--- config.mk ---
export PLATFORM = sky130hd
export DESIGN_NAME = mem_age_arbiter
export DESIGN_NICKNAME = d
export VERILOG_FILES = /design/src/rtl/arb_pkg.sv /design/src/rtl/arb_age_cell.sv /design/src/rtl/arb_bank_track.sv /design/src/rtl/arb_pick.sv /design/src/rtl/mem_age_arbiter.sv
export SDC_FILE = /design/constraint.sdc
export NUM_CORES = 1
export LEC_CHECK = 0
export ABC_AREA = 1
export CORE_UTILIZATION = 45
export DETAILED_ROUTE_END_ITERATION = 12
export GPL_TIMING_DRIVEN = 0
export PLACE_DENSITY = 0.61
export SETUP_SLACK_MARGIN = 0.05
export SYNTH_ARGS = -nofsm -noshare
export SYNTH_HDL_FRONTEND = slang
export SYNTH_SLANG_ARGS = --single-unit
--- constraint.sdc ---
create_clock -name clk -period 21.5 [get_ports clk]
set_clock_uncertainty 0.05 [all_clocks]
set_input_delay 3.225 -clock clk [delete_from_list [all_inputs] [get_ports clk]]
set_output_delay 3.225 -clock clk [all_outputs]
set_load 0.03 [all_outputs]
--- src/rtl/arb_pkg.sv ---
package arb_pkg;

  // Base level of a master: index 0 ranks highest.
  function automatic int unsigned arb_base_level(int unsigned idx, int unsigned n);
    return n - 1 - idx;
  endfunction

  // Score of one requester: capped aged level plus preference bonuses.
  function automatic int unsigned arb_score(int unsigned base, int unsigned boost,
                                            int unsigned max_lvl, bit same_kind,
                                            bit bank_free, int unsigned kind_bonus,
                                            int unsigned bank_bonus);
    int unsigned lvl;
    lvl = base + boost;
    if (lvl > max_lvl) lvl = max_lvl;
    return lvl + (same_kind ? kind_bonus : 0) + (bank_free ? bank_bonus : 0);
  endfunction

endpackage

--- src/rtl/arb_age_cell.sv ---
module arb_age_cell #(
  parameter int LVL_W = 4,
  parameter int CNT_W = 8
) (
  input  logic             clk,
  input  logic             rst_n,
  input  logic             limit_we,
  input  logic [CNT_W-1:0] limit_d,
  input  logic             waiting,
  input  logic             granted,
  output logic [LVL_W-1:0] boost_o
);
  localparam logic [LVL_W-1:0] MAX_LVL = {LVL_W{1'b1}};

  logic [CNT_W-1:0] limit_q;
  logic [CNT_W-1:0] cnt_q;
  logic [LVL_W-1:0] boost_q;
  logic             bump;

  assign bump    = waiting && !granted && (cnt_q == limit_q);
  assign boost_o = boost_q;

  always_ff @(posedge clk) begin
    if (!rst_n) begin
      limit_q <= '1;
    end else if (limit_we) begin
      limit_q <= limit_d;
    end
  end

  always_ff @(posedge clk) begin
    if (!rst_n) begin
      cnt_q   <= '0;
      boost_q <= '0;
    end else if (granted) begin
      cnt_q   <= '0;
      boost_q <= '0;
    end else if (bump) begin
      cnt_q   <= '0;
      boost_q <= (boost_q == MAX_LVL) ? boost_q : boost_q + 1'b1;
    end else if (waiting) begin
      cnt_q   <= cnt_q + 1'b1;
    end
  end

  // a grant clears the level
  a_r10_clear_on_grant: assert property (@(posedge clk) disable iff (!rst_n)
    granted |=> (boost_o == '0));
  // a bump below the cap raises the level by exactly one
  a_r8_step_one: assert property (@(posedge clk) disable iff (!rst_n)
    (bump && boost_o != MAX_LVL) |=> (boost_o == $past(boost_o) + 1'b1));
  // the cap holds without a grant
  a_r9_no_wrap: assert property (@(posedge clk) disable iff (!rst_n)
    (boost_o == MAX_LVL && !granted) |=> (boost_o == MAX_LVL));
  // without a bump or grant the level does not move
  a_r8_level_steady: assert property (@(posedge clk) disable iff (!rst_n)
    (!bump && !granted) |=> $stable(boost_o));

endmodule

--- src/rtl/arb_bank_track.sv ---
module arb_bank_track #(
  parameter int BANK_W   = 2,
  parameter int TURN_CYC = 12
) (
  input  logic              clk,
  input  logic              rst_n,
  input  logic              issue,
  input  logic              win_wr,
  input  logic [BANK_W-1:0] win_bank,
  output logic              last_wr_o,
  output logic              busy_o,
  output logic [BANK_W-1:0] busy_bank_o
);
  localparam int TMR_W = $clog2(TURN_CYC + 1);

  logic [TMR_W-1:0] tmr_q;

  always_ff @(posedge clk) begin
    if (!rst_n) begin
      last_wr_o   <= 1'b0;
      busy_bank_o <= '0;
      tmr_q       <= '0;
    end else if (issue) begin
      last_wr_o   <= win_wr;
      busy_bank_o <= win_bank;
      tmr_q       <= TMR_W'(TURN_CYC);
    end else if (tmr_q != '0) begin
      tmr_q       <= tmr_q - 1'b1;
    end
  end

  assign busy_o = (tmr_q != '0);

  // the last kind follows the issued transfer
  a_r6_kind_follows: assert property (@(posedge clk) disable iff (!rst_n)
    issue |=> (last_wr_o == $past(win_wr)));
  // an issue opens the turnaround window on its bank
  a_r7_window_open: assert property (@(posedge clk) disable iff (!rst_n)
    issue |=> (busy_o && busy_bank_o == $past(win_bank)));

endmodule

--- src/rtl/arb_pick.sv ---
module arb_pick
  import arb_pkg::*;
#(
  parameter int N_MST      = 6,
  parameter int BANK_W     = 2,
  parameter int LVL_W      = 4,
  parameter int KIND_BONUS = 3,
  parameter int BANK_BONUS = 2,
  localparam int IDX_W     = $clog2(N_MST),
  localparam int SCORE_W   = LVL_W + 3
) (
  input  logic [N_MST-1:0]        cand_i,
  input  logic [N_MST-1:0]        wr_i,
  input  logic [N_MST*BANK_W-1:0] bank_i,
  input  logic [N_MST*LVL_W-1:0]  boost_i,
  input  logic                    last_wr_i,
  input  logic                    busy_i,
  input  logic [BANK_W-1:0]       busy_bank_i,
  output logic                    win_valid_o,
  output logic [IDX_W-1:0]        win_idx_o
);
  localparam int unsigned MAX_LVL = (1 << LVL_W) - 1;

  logic [SCORE_W-1:0] score [N_MST];

  for (genvar g = 0; g < N_MST; g++) begin : g_score
    logic same_kind;
    logic bank_free;
    assign same_kind = (wr_i[g] == last_wr_i);
    assign bank_free = !busy_i || (bank_i[g*BANK_W +: BANK_W] != busy_bank_i);
    assign score[g]  = SCORE_W'(arb_score(arb_base_level(g, N_MST),
                                          int'(boost_i[g*LVL_W +: LVL_W]),
                                          MAX_LVL, same_kind, bank_free,
                                          KIND_BONUS, BANK_BONUS));
  end

  always_comb begin
    logic [SCORE_W-1:0] best;
    best        = '0;
    win_valid_o = 1'b0;
    win_idx_o   = '0;
    for (int i = 0; i < N_MST; i++) begin
      if (cand_i[i] && (!win_valid_o || score[i] > best)) begin
        win_valid_o = 1'b1;
        win_idx_o   = IDX_W'(i);
        best        = score[i];
      end
    end
  end

endmodule

--- src/rtl/mem_age_arbiter.sv ---
module mem_age_arbiter #(
  parameter int N_MST      = 6,
  parameter int BANK_W     = 2,
  parameter int LVL_W      = 4,
  parameter int CNT_W      = 8,
  parameter int TURN_CYC   = 12,
  parameter int KIND_BONUS = 3,
  parameter int BANK_BONUS = 2,
  localparam int IDX_W     = $clog2(N_MST)
) (
  input  logic                    clk,
  input  logic                    rst_n,
  input  logic [N_MST-1:0]        req_i,
  input  logic [N_MST-1:0]        wr_i,
  input  logic [N_MST*BANK_W-1:0] bank_i,
  input  logic [N_MST-1:0]        done_i,
  input  logic                    cfg_we_i,
  input  logic [IDX_W-1:0]        cfg_idx_i,
  input  logic [CNT_W-1:0]        cfg_limit_i,
  output logic [N_MST-1:0]        gnt_o
);
  logic                    active_q;
  logic [IDX_W-1:0]        owner_q;
  logic [N_MST-1:0]        own_oh;
  logic                    release_ev;
  logic                    can_issue;
  logic                    issue_ev;
  logic [N_MST-1:0]        cand;
  logic                    win_valid;
  logic [IDX_W-1:0]        win_idx;
  logic [N_MST*LVL_W-1:0]  boost_all;
  logic                    last_wr;
  logic                    busy;
  logic [BANK_W-1:0]       busy_bank;

  assign own_oh     = active_q ? (N_MST'(1) << owner_q) : '0;
  assign gnt_o      = own_oh;
  assign release_ev = active_q && done_i[owner_q];
  assign can_issue  = !active_q || release_ev;
  assign cand       = req_i & ~own_oh;
  assign issue_ev   = can_issue && win_valid;

  always_ff @(posedge clk) begin
    if (!rst_n) begin
      active_q <= 1'b0;
      owner_q  <= '0;
    end else if (issue_ev) begin
      active_q <= 1'b1;
      owner_q  <= win_idx;
    end else if (release_ev) begin
      active_q <= 1'b0;
    end
  end

  for (genvar g = 0; g < N_MST; g++) begin : g_age
    arb_age_cell #(.LVL_W(LVL_W), .CNT_W(CNT_W)) i_cell (
      .clk      (clk),
      .rst_n    (rst_n),
      .limit_we (cfg_we_i && cfg_idx_i == IDX_W'(g)),
      .limit_d  (cfg_limit_i),
      .waiting  (req_i[g] && !own_oh[g]),
      .granted  (issue_ev && win_idx == IDX_W'(g)),
      .boost_o  (boost_all[g*LVL_W +: LVL_W])
    );
  end

  arb_bank_track #(.BANK_W(BANK_W), .TURN_CYC(TURN_CYC)) i_track (
    .clk         (clk),
    .rst_n       (rst_n),
    .issue       (issue_ev),
    .win_wr      (wr_i[win_idx]),
    .win_bank    (bank_i[win_idx*BANK_W +: BANK_W]),
    .last_wr_o   (last_wr),
    .busy_o      (busy),
    .busy_bank_o (busy_bank)
  );

  arb_pick #(
    .N_MST(N_MST), .BANK_W(BANK_W), .LVL_W(LVL_W),
    .KIND_BONUS(KIND_BONUS), .BANK_BONUS(BANK_BONUS)
  ) i_pick (
    .cand_i      (cand),
    .wr_i        (wr_i),
    .bank_i      (bank_i),
    .boost_i     (boost_all),
    .last_wr_i   (last_wr),
    .busy_i      (busy),
    .busy_bank_i (busy_bank),
    .win_valid_o (win_valid),
    .win_idx_o   (win_idx)
  );

  // never more than one grant
  a_r2_onehot: assert property (@(posedge clk) disable iff (!rst_n)
    $onehot0(gnt_o));
  // an issued grant belongs to a requester
  a_r2_to_requester: assert property (@(posedge clk) disable iff (!rst_n)
    issue_ev |-> req_i[win_idx]);
  // without the owner's done the grant is held
  a_r3_hold: assert property (@(posedge clk) disable iff (!rst_n)
    ((|gnt_o) && !(|(gnt_o & done_i))) |=> $stable(gnt_o));
  // owner done with others waiting hands over without a gap
  a_r4_back_to_back: assert property (@(posedge clk) disable iff (!rst_n)
    ((|(gnt_o & done_i)) && (|(req_i & ~gnt_o))) |=> ((|gnt_o) && gnt_o != $past(gnt_o)));

endmodule

==> impl_metrics.json <==
{
  "status": "finished with violations",
  "failed_checks": "design-rule violations",
  "worst_path_most_repeated_cell": "nand2_1",
  "rsz0062_at_grt": "no",
  "syn_area_mm2": 0.00842,
  "yosysWarnings": 0,
  "clockBufferDepth": 2,
  "antennaDiodeCount": 0,
  "die_w_um": 139,
  "grt_util_met2": 0.357,
  "drt-initial-drc-count": 312,
  "cts_hold_buf": 0,
  "critPathArrivalTime_ns": 12.89,
  "grt_max_degree": 17,
  "period_minus_slack_ns": 12.65,
  "power_density_mw_per_mm2": 106,
  "dpl.hpwl_um": 15200,
  "wire_per_inst_um": 13.3,
  "start_kind": "input pin",
  "slowest_stage": "fa_1",
  "drc": 14,
  "hold_path.class": "reg2reg",
  "grtUsageTotal": 0.217,
  "viasPerCell": 4.90,
  "yosysSeqAreaShare": 0.311,
  "setup_viol": 0,
  "cp_top_family": "simple AND/OR/NAND/NOR gates",
  "fin_ws_ns": 8.85,
  "gp_congestion": 0.856,
  "syn_area_per_cell_um2": 7.26,
  "use_met1": 0.286,
  "wl_um": 19600,
  "synth_cells": 1159,
  "num_vias": 7225,
  "fmax_ghz": 0.0791,
  "pre_cts_slack_ns": 8.24,
  "worstMarginPinSlew_ns": 0.817,
  "finalHoldViolations": 0,
  "cts.sinks": 131,
  "setup-tns-final_ns": 0,
  "slew_headroom": 0.451,
  "post-route-period-util": 0.588,
  "crit_path_max_fanout": 10,
  "synth_edf_count": 0,
  "drv_slew": 0,
  "crit_type": "in2reg",
  "ir_worst_vdd_mv": 0.0675,
  "die_area_mm2": 0.0193,
  "postCtsSetupBuffers": 0,
  "grt_busiest_layer": "met2",
  "portBuffers": 48,
  "critPathCaptureType": "flop",
  "p_leak_uw": 0.00438,
  "drv_cap": 0,
  "ant_nets": 0,
  "core_area_mm2": 0.0181,
  "critPathMaxStageDelay_ns": 0.50,
  "dieHeight_um": 139,
  "synth_ff_type": "dfxtp_1",
  "async_reset_ff_frac": 0,
  "drive_gt1_frac": 0.0779,
  "cts_tree": "built",
  "grt_pass1_wl_um": 33300,
  "clk_latency_ns": 0.42,
  "cts_buffers": 17,
  "grt_pass1_vias": 6877,
  "cts-resized-gates": 0,
  "cp.buffers_inverters": 9,
  "r2r_setup_slack_ns": 10.95,
  "overflow": 0,
  "num_io_pins": 50,
  "initial_core_util": 0.464,
  "cts_root_buf": "clkbuf_16",
  "antenna_found_initial": 0,
  "drtPass1Iterations": 9,
  "num_rows": 49,
  "yosysUniqueCellTypes": 48,
  "htree_levels": 4,
  "required_ns": 21.74,
  "final_nets": 1350,
  "synthToLayoutAreaGrowth_pct": 16.6,
  "synth-seq-cells": 131,
  "path_clk_slew_ns": 0.06,
  "grtUsageMet3": 0.0338
}
-- through the flow --
stage	cell area [µm²]	instances	hold slack (ns)	util	total power, µW
after floorplan	8440	1165	0.388	-	632
after global placement	9210	1442	0.399	0.507	742
after detailed placement	9210	1442	0.401	0.507	749
after CTS	9820	1474	0.411	0.541	1050
after global routing	9820	1474	0.423	0.541	1130
final	9820	1474	0.412	0.541	1040
-- path summary, 6_finish.rpt --
kind	from	end	depth (start not counted)
min	i_track.tmr_q[0]	i_track.tmr_q[0]	2
max	bank_i[3]	g_age[2].i_cell.cnt_q[2]	62
min reg2reg	i_track.tmr_q[0]	i_track.tmr_q[0]	2
max reg2reg	i_track.tmr_q[0]	g_age[2].i_cell.cnt_q[2]	66
-- cell usage after synthesis (2+ instances only) --
cell | count | share of area
a21oi_1 | 58 | 0.034
a21oi_2 | 2 | 0.0021
buf_1 | 2 | 0.00089
clkbuf_1 | 10 | 0.0045
conb_1 | 2 | 0.00089
dfxtp_1 | 131 | 0.31
fa_1 | 12 | 0.029
ha_1 | 62 | 0.092
inv_1 | 133 | 0.059
inv_2 | 8 | 0.0036
nand2_1 | 281 | 0.13
nand2_2 | 15 | 0.011
nand2_4 | 3 | 0.0040
nand3_1 | 85 | 0.051
nand3_2 | 4 | 0.0048
nand3b_1 | 9 | 0.0080
nand4_1 | 23 | 0.017
nor2_1 | 99 | 0.044
nor2_2 | 6 | 0.0045
nor2_4 | 2 | 0.0027
nor3_1 | 15 | 0.0089
nor3b_1 | 5 | 0.0045
nor3b_2 | 3 | 0.0045
nor4_1 | 6 | 0.0045
o211ai_1 | 2 | 0.0018
o21ai_0 | 29 | 0.017
o21ai_1 | 17 | 0.010
o21ai_2 | 2 | 0.0021
o31ai_1 | 3 | 0.0027
or2_1 | 2 | 0.0015
or2_2 | 14 | 0.010
xnor2_1 | 26 | 0.027
xor2_1 | 73 | 0.076
-- sequential cells by signal, indices dropped and copies added (netlist names) --
register and count:
active_q 1, g_age.i_cell.boost_o 24, g_age.i_cell.cnt_q 48, g_age.i_cell.limit_q 48
i_track.busy_bank_o 2, i_track.last_wr_o 1, i_track.tmr_q 4, owner_q 3
-- cells in the final DEF (no fill, tap or decap), types with 4 or more instances in the layout --
cell,synthesis,layout
nand2_1,281,281
inv_1,133,133
dfxtp_1,131,131
nor2_1,99,99
nand3_1,85,85
xor2_1,73,73
ha_1,62,62
a21oi_1,58,58
clkdlybuf4s50_1,0,48
o21ai_0,29,29
xnor2_1,26,26
nand4_1,23,23
o21ai_1,17,17
clkbuf_16,0,17
nor3_1,15,15
nand2_2,15,15
or2_2,14,14
fa_1,12,12
clkbuf_1,10,10
nand3b_1,9,9
inv_2,8,8
conb_1,2,8
nor2_2,6,6
nor4_1,6,6
nor3b_1,5,5
clkinv_2,1,4
nand3_2,4,4
clkinv_4,0,4
-- report_power, final --
group / leakage, µW / switching, µW / internal [µW]
Sequential: 0.00107 / 18.4 / 262
Clock: 0.000294 / 116 / 183
Combinational: 0.00302 / 291 / 170
Total: 0.00438 / 425 / 615
-- layout make-up --
type | instances | area (µm²)
timing repair buffer | 48 | 480
clock inverter | 15 | 181
fill | 1790 | 8330
buffer | 13 | 56.3
inverter | 142 | 534
clock buffer | 17 | 425
tap | 229 | 287
sequential | 131 | 2620
multi-input combinational | 879 | 5230
-- worst register-to-register path, delay by kind of cell, from the launching register on --
kind                     cells  cell delay [ns]
AND/OR/NAND/NOR             35             3.84
flip-flops                   1             0.31
buffers and inverters       12             1.60
AO/OA/AOI/OAI               10             1.77
adder cells (fa/ha/maj)      9             2.87
-- routing by layer --
layer / up-vias / share of wire / wire (µm)
li1: 3878 / - / -
met1: 3202 / 0.48 / 9440
met2: 118 / 0.46 / 9050
met3: 27 / 0.036 / 716
met4: 0 / 0.022 / 437
met5: - / 0 / 0
-- logic make-up after synthesis --
kind of cell,synth area share
buf+inv,0.0701
simple gates,0.317
fa+ha+maj,0.121
xor+xnor,0.103
other cells,0.000892
compound gates,0.0770
flops,0.311
No activity file was read; power rests on OpenSTA's default activity.
